==> src/rtl/ccd_timer_pkg.sv <==
package ccd_timer_pkg;
  typedef enum logic [1:0] {
    ST_IDLE  = 2'd0,
    ST_XFER  = 2'd1,
    ST_SHIFT = 2'd2,
    ST_END   = 2'd3
  } ln_state_t;
endpackage

==> src/rtl/ccd_pix_div.sv <==
module ccd_pix_div #(
  parameter int PIX_DIV = 5,
  parameter int PH_W    = 3
) (
  input  logic            clk_i,
  input  logic            rst_ni,
  input  logic            run_i,
  output logic [PH_W-1:0] ph_o,
  output logic            tick_o
);
  localparam logic [PH_W-1:0] PH_LAST = PH_W'(PIX_DIV - 1);

  logic [PH_W-1:0] ph_q;

  always_ff @(posedge clk_i or negedge rst_ni) begin
    if (!rst_ni)            ph_q <= '0;
    else if (!run_i)        ph_q <= '0;
    else if (ph_q == PH_LAST) ph_q <= '0;
    else                    ph_q <= ph_q + 1'b1;
  end

  assign ph_o   = ph_q;
  assign tick_o = run_i && (ph_q == PH_LAST);
endmodule

==> src/rtl/ccd_line_fsm.sv <==
module ccd_line_fsm
  import ccd_timer_pkg::*;
#(
  parameter int N_PIX     = 2048,
  parameter int XFER_PIX  = 2,
  parameter int GUARD_PIX = 2,
  parameter int END_PIX   = 2,
  parameter int LINES_W   = 16,
  parameter int CNT_W     = 11
) (
  input  logic               clk_i,
  input  logic               rst_ni,
  input  logic               start_i,
  input  logic [LINES_W-1:0] num_lines_i,
  input  logic               tick_i,
  output ln_state_t          state_o,
  output logic [CNT_W-1:0]   cnt_o,
  output logic               done_o
);
  localparam logic [CNT_W-1:0] XFER_LAST  = CNT_W'(XFER_PIX + GUARD_PIX - 1);
  localparam logic [CNT_W-1:0] SHIFT_LAST = CNT_W'(N_PIX - 1);
  localparam logic [CNT_W-1:0] END_LAST   = CNT_W'(END_PIX - 1);

  ln_state_t          state_q, state_d;
  logic [CNT_W-1:0]   cnt_q, cnt_d;
  logic [LINES_W-1:0] left_q, left_d;
  logic               done_d;

  always_comb begin
    state_d = state_q;
    cnt_d   = cnt_q;
    left_d  = left_q;
    done_d  = 1'b0;
    unique case (state_q)
      ST_IDLE: begin
        if (start_i && (num_lines_i != '0)) begin
          state_d = ST_XFER;
          cnt_d   = '0;
          left_d  = num_lines_i;
        end
      end
      ST_XFER: if (tick_i) begin
        if (cnt_q == XFER_LAST) begin
          state_d = ST_SHIFT;
          cnt_d   = '0;
        end else cnt_d = cnt_q + 1'b1;
      end
      ST_SHIFT: if (tick_i) begin
        if (cnt_q == SHIFT_LAST) begin
          state_d = ST_END;
          cnt_d   = '0;
        end else cnt_d = cnt_q + 1'b1;
      end
      ST_END: if (tick_i) begin
        if (cnt_q == END_LAST) begin
          cnt_d  = '0;
          left_d = left_q - 1'b1;
          if (left_q == LINES_W'(1)) begin
            state_d = ST_IDLE;
            done_d  = 1'b1;
          end else state_d = ST_XFER;
        end else cnt_d = cnt_q + 1'b1;
      end
      default: state_d = ST_IDLE;
    endcase
  end

  always_ff @(posedge clk_i or negedge rst_ni) begin
    if (!rst_ni) begin
      state_q <= ST_IDLE;
      cnt_q   <= '0;
      left_q  <= '0;
      done_o  <= 1'b0;
    end else begin
      state_q <= state_d;
      cnt_q   <= cnt_d;
      left_q  <= left_d;
      done_o  <= done_d;
    end
  end

  assign state_o = state_q;
  assign cnt_o   = cnt_q;
endmodule

==> src/rtl/ccd_wave_decode.sv <==
module ccd_wave_decode
  import ccd_timer_pkg::*;
#(
  parameter int PIX_DIV  = 5,
  parameter int XFER_PIX = 2,
  parameter int PH_W     = 3,
  parameter int CNT_W    = 11,
  parameter int IDX_W    = 11
) (
  input  logic             clk_i,
  input  logic             rst_ni,
  input  ln_state_t        state_i,
  input  logic [PH_W-1:0]  ph_i,
  input  logic [CNT_W-1:0] cnt_i,
  input  logic             done_i,
  output logic             tg_o,
  output logic             sh1_o,
  output logic             sh2_o,
  output logic             rst_pulse_o,
  output logic             samp_ref_o,
  output logic             samp_sig_o,
  output logic             pix_valid_o,
  output logic [IDX_W-1:0] pix_idx_o,
  output logic             line_start_o,
  output logic             busy_o,
  output logic             done_o
);
  localparam int              HALF    = PIX_DIV / 2;
  localparam logic [PH_W-1:0] SH1_END = PH_W'(HALF - 2);
  localparam logic [PH_W-1:0] SH2_BEG = PH_W'(HALF);
  localparam logic [PH_W-1:0] SH2_END = PH_W'(PIX_DIV - 2);
  localparam logic [PH_W-1:0] REF_PH  = PH_W'(1);
  localparam logic [PH_W-1:0] SIG_PH  = PH_W'(PIX_DIV - 2);

  logic shifting, sig_d;
  assign shifting = (state_i == ST_SHIFT);
  assign sig_d    = shifting && (ph_i == SIG_PH);

  // registered outputs: no decode glitches reach the sensor
  always_ff @(posedge clk_i or negedge rst_ni) begin
    if (!rst_ni) begin
      tg_o         <= 1'b0;
      sh1_o        <= 1'b0;
      sh2_o        <= 1'b0;
      rst_pulse_o  <= 1'b0;
      samp_ref_o   <= 1'b0;
      samp_sig_o   <= 1'b0;
      pix_valid_o  <= 1'b0;
      pix_idx_o    <= '0;
      line_start_o <= 1'b0;
      busy_o       <= 1'b0;
      done_o       <= 1'b0;
    end else begin
      tg_o         <= (state_i == ST_XFER) && (cnt_i < CNT_W'(XFER_PIX));
      sh1_o        <= shifting && (ph_i <= SH1_END);
      sh2_o        <= shifting && (ph_i >= SH2_BEG) && (ph_i <= SH2_END);
      rst_pulse_o  <= shifting && (ph_i == '0);
      samp_ref_o   <= shifting && (ph_i == REF_PH);
      samp_sig_o   <= sig_d;
      pix_valid_o  <= sig_d;
      pix_idx_o    <= shifting ? IDX_W'(cnt_i) : '0;
      line_start_o <= shifting && (cnt_i == '0);
      busy_o       <= (state_i != ST_IDLE);
      done_o       <= done_i;
    end
  end
endmodule

==> src/rtl/ccd_line_timer.sv <==
module ccd_line_timer
  import ccd_timer_pkg::*;
#(
  parameter int PIX_DIV   = 5,
  parameter int N_PIX     = 2048,
  parameter int XFER_PIX  = 2,
  parameter int GUARD_PIX = 2,
  parameter int END_PIX   = 2,
  parameter int LINES_W   = 16,
  localparam int IDX_W    = $clog2(N_PIX)
) (
  input  logic               clk_i,
  input  logic               rst_ni,
  input  logic               start_i,
  input  logic [LINES_W-1:0] num_lines_i,
  output logic               tg_o,
  output logic               sh1_o,
  output logic               sh2_o,
  output logic               rst_pulse_o,
  output logic               samp_ref_o,
  output logic               samp_sig_o,
  output logic               pix_valid_o,
  output logic [IDX_W-1:0]   pix_idx_o,
  output logic               line_start_o,
  output logic               busy_o,
  output logic               done_o
);
  localparam int PH_W  = $clog2(PIX_DIV);
  localparam int CNT_W = IDX_W;

  ln_state_t        state;
  logic [PH_W-1:0]  ph;
  logic [CNT_W-1:0] cnt;
  logic             tick, fsm_done;

  ccd_pix_div #(.PIX_DIV(PIX_DIV), .PH_W(PH_W)) u_div (
    .clk_i  (clk_i),
    .rst_ni (rst_ni),
    .run_i  (state != ST_IDLE),
    .ph_o   (ph),
    .tick_o (tick)
  );

  ccd_line_fsm #(
    .N_PIX(N_PIX), .XFER_PIX(XFER_PIX), .GUARD_PIX(GUARD_PIX),
    .END_PIX(END_PIX), .LINES_W(LINES_W), .CNT_W(CNT_W)
  ) u_fsm (
    .clk_i       (clk_i),
    .rst_ni      (rst_ni),
    .start_i     (start_i),
    .num_lines_i (num_lines_i),
    .tick_i      (tick),
    .state_o     (state),
    .cnt_o       (cnt),
    .done_o      (fsm_done)
  );

  ccd_wave_decode #(
    .PIX_DIV(PIX_DIV), .XFER_PIX(XFER_PIX), .PH_W(PH_W),
    .CNT_W(CNT_W), .IDX_W(IDX_W)
  ) u_dec (
    .clk_i        (clk_i),
    .rst_ni       (rst_ni),
    .state_i      (state),
    .ph_i         (ph),
    .cnt_i        (cnt),
    .done_i       (fsm_done),
    .tg_o         (tg_o),
    .sh1_o        (sh1_o),
    .sh2_o        (sh2_o),
    .rst_pulse_o  (rst_pulse_o),
    .samp_ref_o   (samp_ref_o),
    .samp_sig_o   (samp_sig_o),
    .pix_valid_o  (pix_valid_o),
    .pix_idx_o    (pix_idx_o),
    .line_start_o (line_start_o),
    .busy_o       (busy_o),
    .done_o       (done_o)
  );
endmodule

==> config.mk <==
export PLATFORM = sky130hd
export DESIGN_NAME = ccd_line_timer
export DESIGN_NICKNAME = d
export VERILOG_FILES = /design/src/rtl/ccd_timer_pkg.sv /design/src/rtl/ccd_pix_div.sv /design/src/rtl/ccd_line_fsm.sv /design/src/rtl/ccd_wave_decode.sv /design/src/rtl/ccd_line_timer.sv
export SDC_FILE = /design/constraint.sdc
export NUM_CORES = 1
export LEC_CHECK = 0
export CORE_AREA = 3 3 94 96
export CTS_CLUSTER_DIAMETER = 30
export DETAILED_ROUTE_END_ITERATION = 7
export DIE_AREA = 0 0 97 99
export GPL_TIMING_DRIVEN = 0
export PLACE_DENSITY = 0.61
export SYNTH_ARGS = -nofsm -noshare
export SYNTH_HDL_FRONTEND = slang
export SYNTH_SLANG_ARGS = --single-unit
==> constraint.sdc <==
create_clock -name clk_i -period 2.06 [get_ports clk_i]
set_input_delay 0.618 -clock clk_i [delete_from_list [all_inputs] [get_ports clk_i]]
set_output_delay 0.618 -clock clk_i [all_outputs]
set_load 0.01 [all_outputs]
==> summary.txt <==
Critical path
  • Crit-path max FO: 10
  • Crit path buf inv count: 4
  • FF-to-FF path depth: 7
  • Max incr delay on CP: 0.54 ns
  • Crit-path slowest cell: or4_4
  • Cell repeated most along the worst path: buf_6
  • Reg2reg setup slack: -0.04 ns
  • R2R Path Start: u_fsm.state_o[0]
  • Critical path required time: 2.25 ns
  • CP Cell Sequence: buf_6, or4_4, o41ai_4, buf_4, o21ai_2, buf_6, buf_6, o211ai_1, o21ai_1
  • Setup Crit Path Kind: in2reg
  • Endpoint type of the worst setup path: flip-flop
  • Startpoint class of the critical path: primary input
  • CP delay by family, top: compound AO/OA/AOI/OAI gates
  • R2R Path End: u_fsm.cnt_o[3]
  • Arrival time worst endpoint: 2.35 ns

GRT
  • First-pass GRT wire length: 11360 um
  • GRT Total Usage: 0.1429
  • Initial antenna violation count: 0
  • Vias in the first global route: 2331
  • Pin count of the biggest net entering global routing: 34
  • Total grt overflow: 0

Layout
  • Syn-to-layout area delta: 36.89%
  • Area of the multi-input gates: 1630 sq um
  • Reg area: 1305 sq um
  • N_diodes: 0
  • Nets: 396
  • Filler instances: 758
  • Non-Filler Instances: 469
  • Ratio of cells with drive above 1 in the final layout: 0.3077
  • Post-layout util: 0.4721

Synth
  • Number of synthesized flops with an enable pin: 0
  • #FFs+latches synth: 52
  • Post-Synthesis Cells: 295
  • Ys Warns: 0
  • Synth Flop Type: dfrtp_1
  • Yosys cell types: 50
  • Syn Nets: 328
  • Synthesized area: 2805 sq um
  • Multiplexer area fraction after synthesis: 0.007583
  • Post-Synth Adder-Cell Area: 0.06244
  • Largest family of logic cells by synthesized area: simple AND/OR/NAND/NOR gates
  • Avg Cell Area, Syn: 9.509 sq um
  • Post-synthesis sequential area ratio: 0.4639
  • Async set-reset flop share out of synthesis: 1.000
  • Synth Area in Simple Gates: 0.2368
  • Post-Synth XOR/XNOR Area: 0
  • Synth Area in Compound Gates: 0.1838

Job
  • Max-Cap Viols: 0

Timing
  • Setup TNS: -1.221 ns
  • Tcrit/Tclk final: 1.046
  • Final setup viols: 20
  • Worst setup margin: -0.09472 ns
  • Final min period: 2.155 ns
  • Max Clk Rate: 0.4641 GHz
  • Final Hold Vio Count: 0
  • Unrepaired setup endpoints after global routing: true
  • Worst-Margin Slew: 0.6250 ns
  • Clk_skew: 0.006891 ns
  • Final Slew Violations: 0
  • Rel. slew slack: 0.5833

Die
  • I/O pin cnt: 40
  • Die H: 99 um
  • Die width: 97 um
  • Core Region: 8134 sq um
  • FP Rows: 33
  • Initial Utilization: 0.3449
  • Die area: 9603 sq um

Clock network
  • Clk sink count: 52
  • Hold buffer count at cts: 0
  • Clock Latency Late Sink: 0.31 ns
  • Total CTS buffers: 5
  • Clk buf depth: 2
  • CTS HTree Levels: 2
  • Clock transition at path regs: 0.10 ns
  • Root buffer cell: clkbuf_8
  • CTS tree: built

Hold path
  • Hold WC Path Type: in2async

Detailed routing
  • WL/cell: 15.09 um
  • DR pass1 iterations: 4
  • DR iter-0 viols: 177
  • Routed Antenna Nets: 0
  • DR vias: 2545
  • Final WL: 7078 um
  • DRC: 0
  • Vias per std cell: 5.426

Placement
  • Dpl cells: 440
  • Buffers added on ports: 39
  • Worst slack, placed: -0.9017 ns
  • DP HPWL: 4902 um
  • Final weighted congestion in routability-driven placement: 0.8761

Status
  • Failing checks: negative setup slack
  • Status: complete, but fails checks

Power and ir drop
  • P_leak: 1.652 nW
  • Worst vdd ir: 0.0002219 V
  • PD cells: 463.7 nW/um^2
layout by cell type, fill, tap and decap left out, types with 4 or more instances in the layout:
cell,instances
a21oi_1,11
a21oi_2,5
a31o_2,5
and2_1,10
and3_1,6
buf_2,8
buf_4,23
buf_6,9
clkbuf_8,5
clkdlybuf4s50_1,22
dfrtp_1,49
ha_1,9
inv_1,14
nand2_1,18
nand2b_1,4
nand3_1,10
nand4_1,7
nor2_1,21
nor3_1,8
o21ai_0,15
o21ai_1,5
o22ai_2,10
or2_2,5
or4_1,4
or4_4,5
layout make-up:
class | instances | share of cell area
multi-input cells | 215 | 0.4246
flip-flops and latches | 52 | 0.3398
plain buffers | 11 | 0.02444
clock buffers | 5 | 0.01792
well taps | 105 | 0.03421
clock inverters | 3 | 0.006517
inverters | 16 | 0.01564
repair buffers | 62 | 0.1369
per-stage QoR:
stage | total power [mW] | instance area, sq um | hold WS, ns
finish | 1.781 | 3840 | 0.2413
global route | 1.856 | 3840 | 0.2661
CTS | 1.793 | 3677 | 0.2488
detailed placement | 1.175 | 3368 | 0.3498
global placement | 1.170 | 3353 | 0.3333
floorplan | 1.099 | 2831 | 0.3224
registers in the layout, summed over array words and instances (netlist names):
signal / cells
u_fsm.cnt_o: 11
u_dec.sh2_o: 1
u_fsm.left_q: 16
u_div.ph_o: 3
u_fsm.done_o: 1
u_dec.pix_idx_o: 11
u_dec.line_start_o: 1
u_dec.tg_o: 1
u_dec.done_o: 1
u_dec.rst_pulse_o: 1
u_dec.samp_ref_o: 1
u_fsm.state_o: 2
u_dec.samp_sig_o: 1
u_dec.busy_o: 1
routing by layer:
layer / wire, um / global-route usage
met1: 3344 / 0.2046
met5: 0 / 0
met2: 3407 / 0.2261
met4: 91 / 0.04212
met3: 234 / 0.01982
worst register-to-register path: stages, from the launching register on:
cell,delay (ns)
dfrtp_2,0.47
ha_2,0.22
o32a_1,0.37
a21o_1,0.17
buf_6,0.13
buf_4,0.14
or4_4,0.48
nand3_2,0.07
power by group:
part           switching [mW]  leakage [nW]  internal (mW)  total, mW
Clock                   0.367        0.0452          0.248      0.615
Sequential             0.0216         0.654           1.03       1.05
Combinational          0.0582         0.953         0.0545      0.113
logic make-up after synthesis:
logic type | after synthesis
flip-flops | 52
AND/OR/NAND/NOR | 122
adder cells (fa/ha/maj) | 14
buffers and inverters | 28
AO/OA/AOI/OAI | 77
multiplexers | 2
how the worst max path moves through the flow:
stage / to / slack (ns) / cells after the start / start
3_5_place_dp: u_fsm.left_q[12] / -0.90 / 8 / num_lines_i[15]
2_1_floorplan: u_fsm.state_o[1] / -0.24 / 6 / num_lines_i[15]
4_1_cts: u_fsm.state_o[1] / -0.09 / 8 / num_lines_i[0]
5_1_grt: u_fsm.left_q[1] / -0.16 / 9 / num_lines_i[2]
3_3_place_gp: u_fsm.left_q[4] / -1.17 / 1 / rst_ni
6_report: u_fsm.left_q[1] / -0.09 / 9 / num_lines_i[2]
synthesized netlist by cell type, types with 2 or more instances:
library cell | instances | share of area
dfrtp_1 | 52 | 0.46
nor2_1 | 23 | 0.031
nand2_1 | 19 | 0.025
o21ai_0 | 19 | 0.034
a21oi_1 | 16 | 0.029
inv_1 | 16 | 0.021
ha_1 | 14 | 0.062
o22ai_1 | 14 | 0.031
nand3_1 | 13 | 0.023
and2_1 | 10 | 0.022
nor3_1 | 10 | 0.018
or4_1 | 8 | 0.021
nand4_1 | 7 | 0.016
and3_1 | 6 | 0.013
a31o_2 | 5 | 0.016
buf_4 | 5 | 0.013
or2_2 | 5 | 0.011
clkbuf_1 | 4 | 0.0054
nand2b_1 | 4 | 0.0089
a21o_1 | 3 | 0.0080
and4_1 | 3 | 0.0094
buf_2 | 3 | 0.0054
nor4_1 | 3 | 0.0067
a22o_1 | 2 | 0.0062
and4b_1 | 2 | 0.0071
nor3b_1 | 2 | 0.0054
o21ai_1 | 2 | 0.0036
o2bb2ai_1 | 2 | 0.0062
or3_1 | 2 | 0.0045
what timing repair did:
item | 4_1_cts | 5_1_grt
pin swaps | 8 | 12
endpoints found under the setup margin | 29 | 29
setup buffers | 13 | 7
cloned | 2 | 0
resized for setup | 80 | 38
No activity file was read; power rests on OpenSTA's default activity.
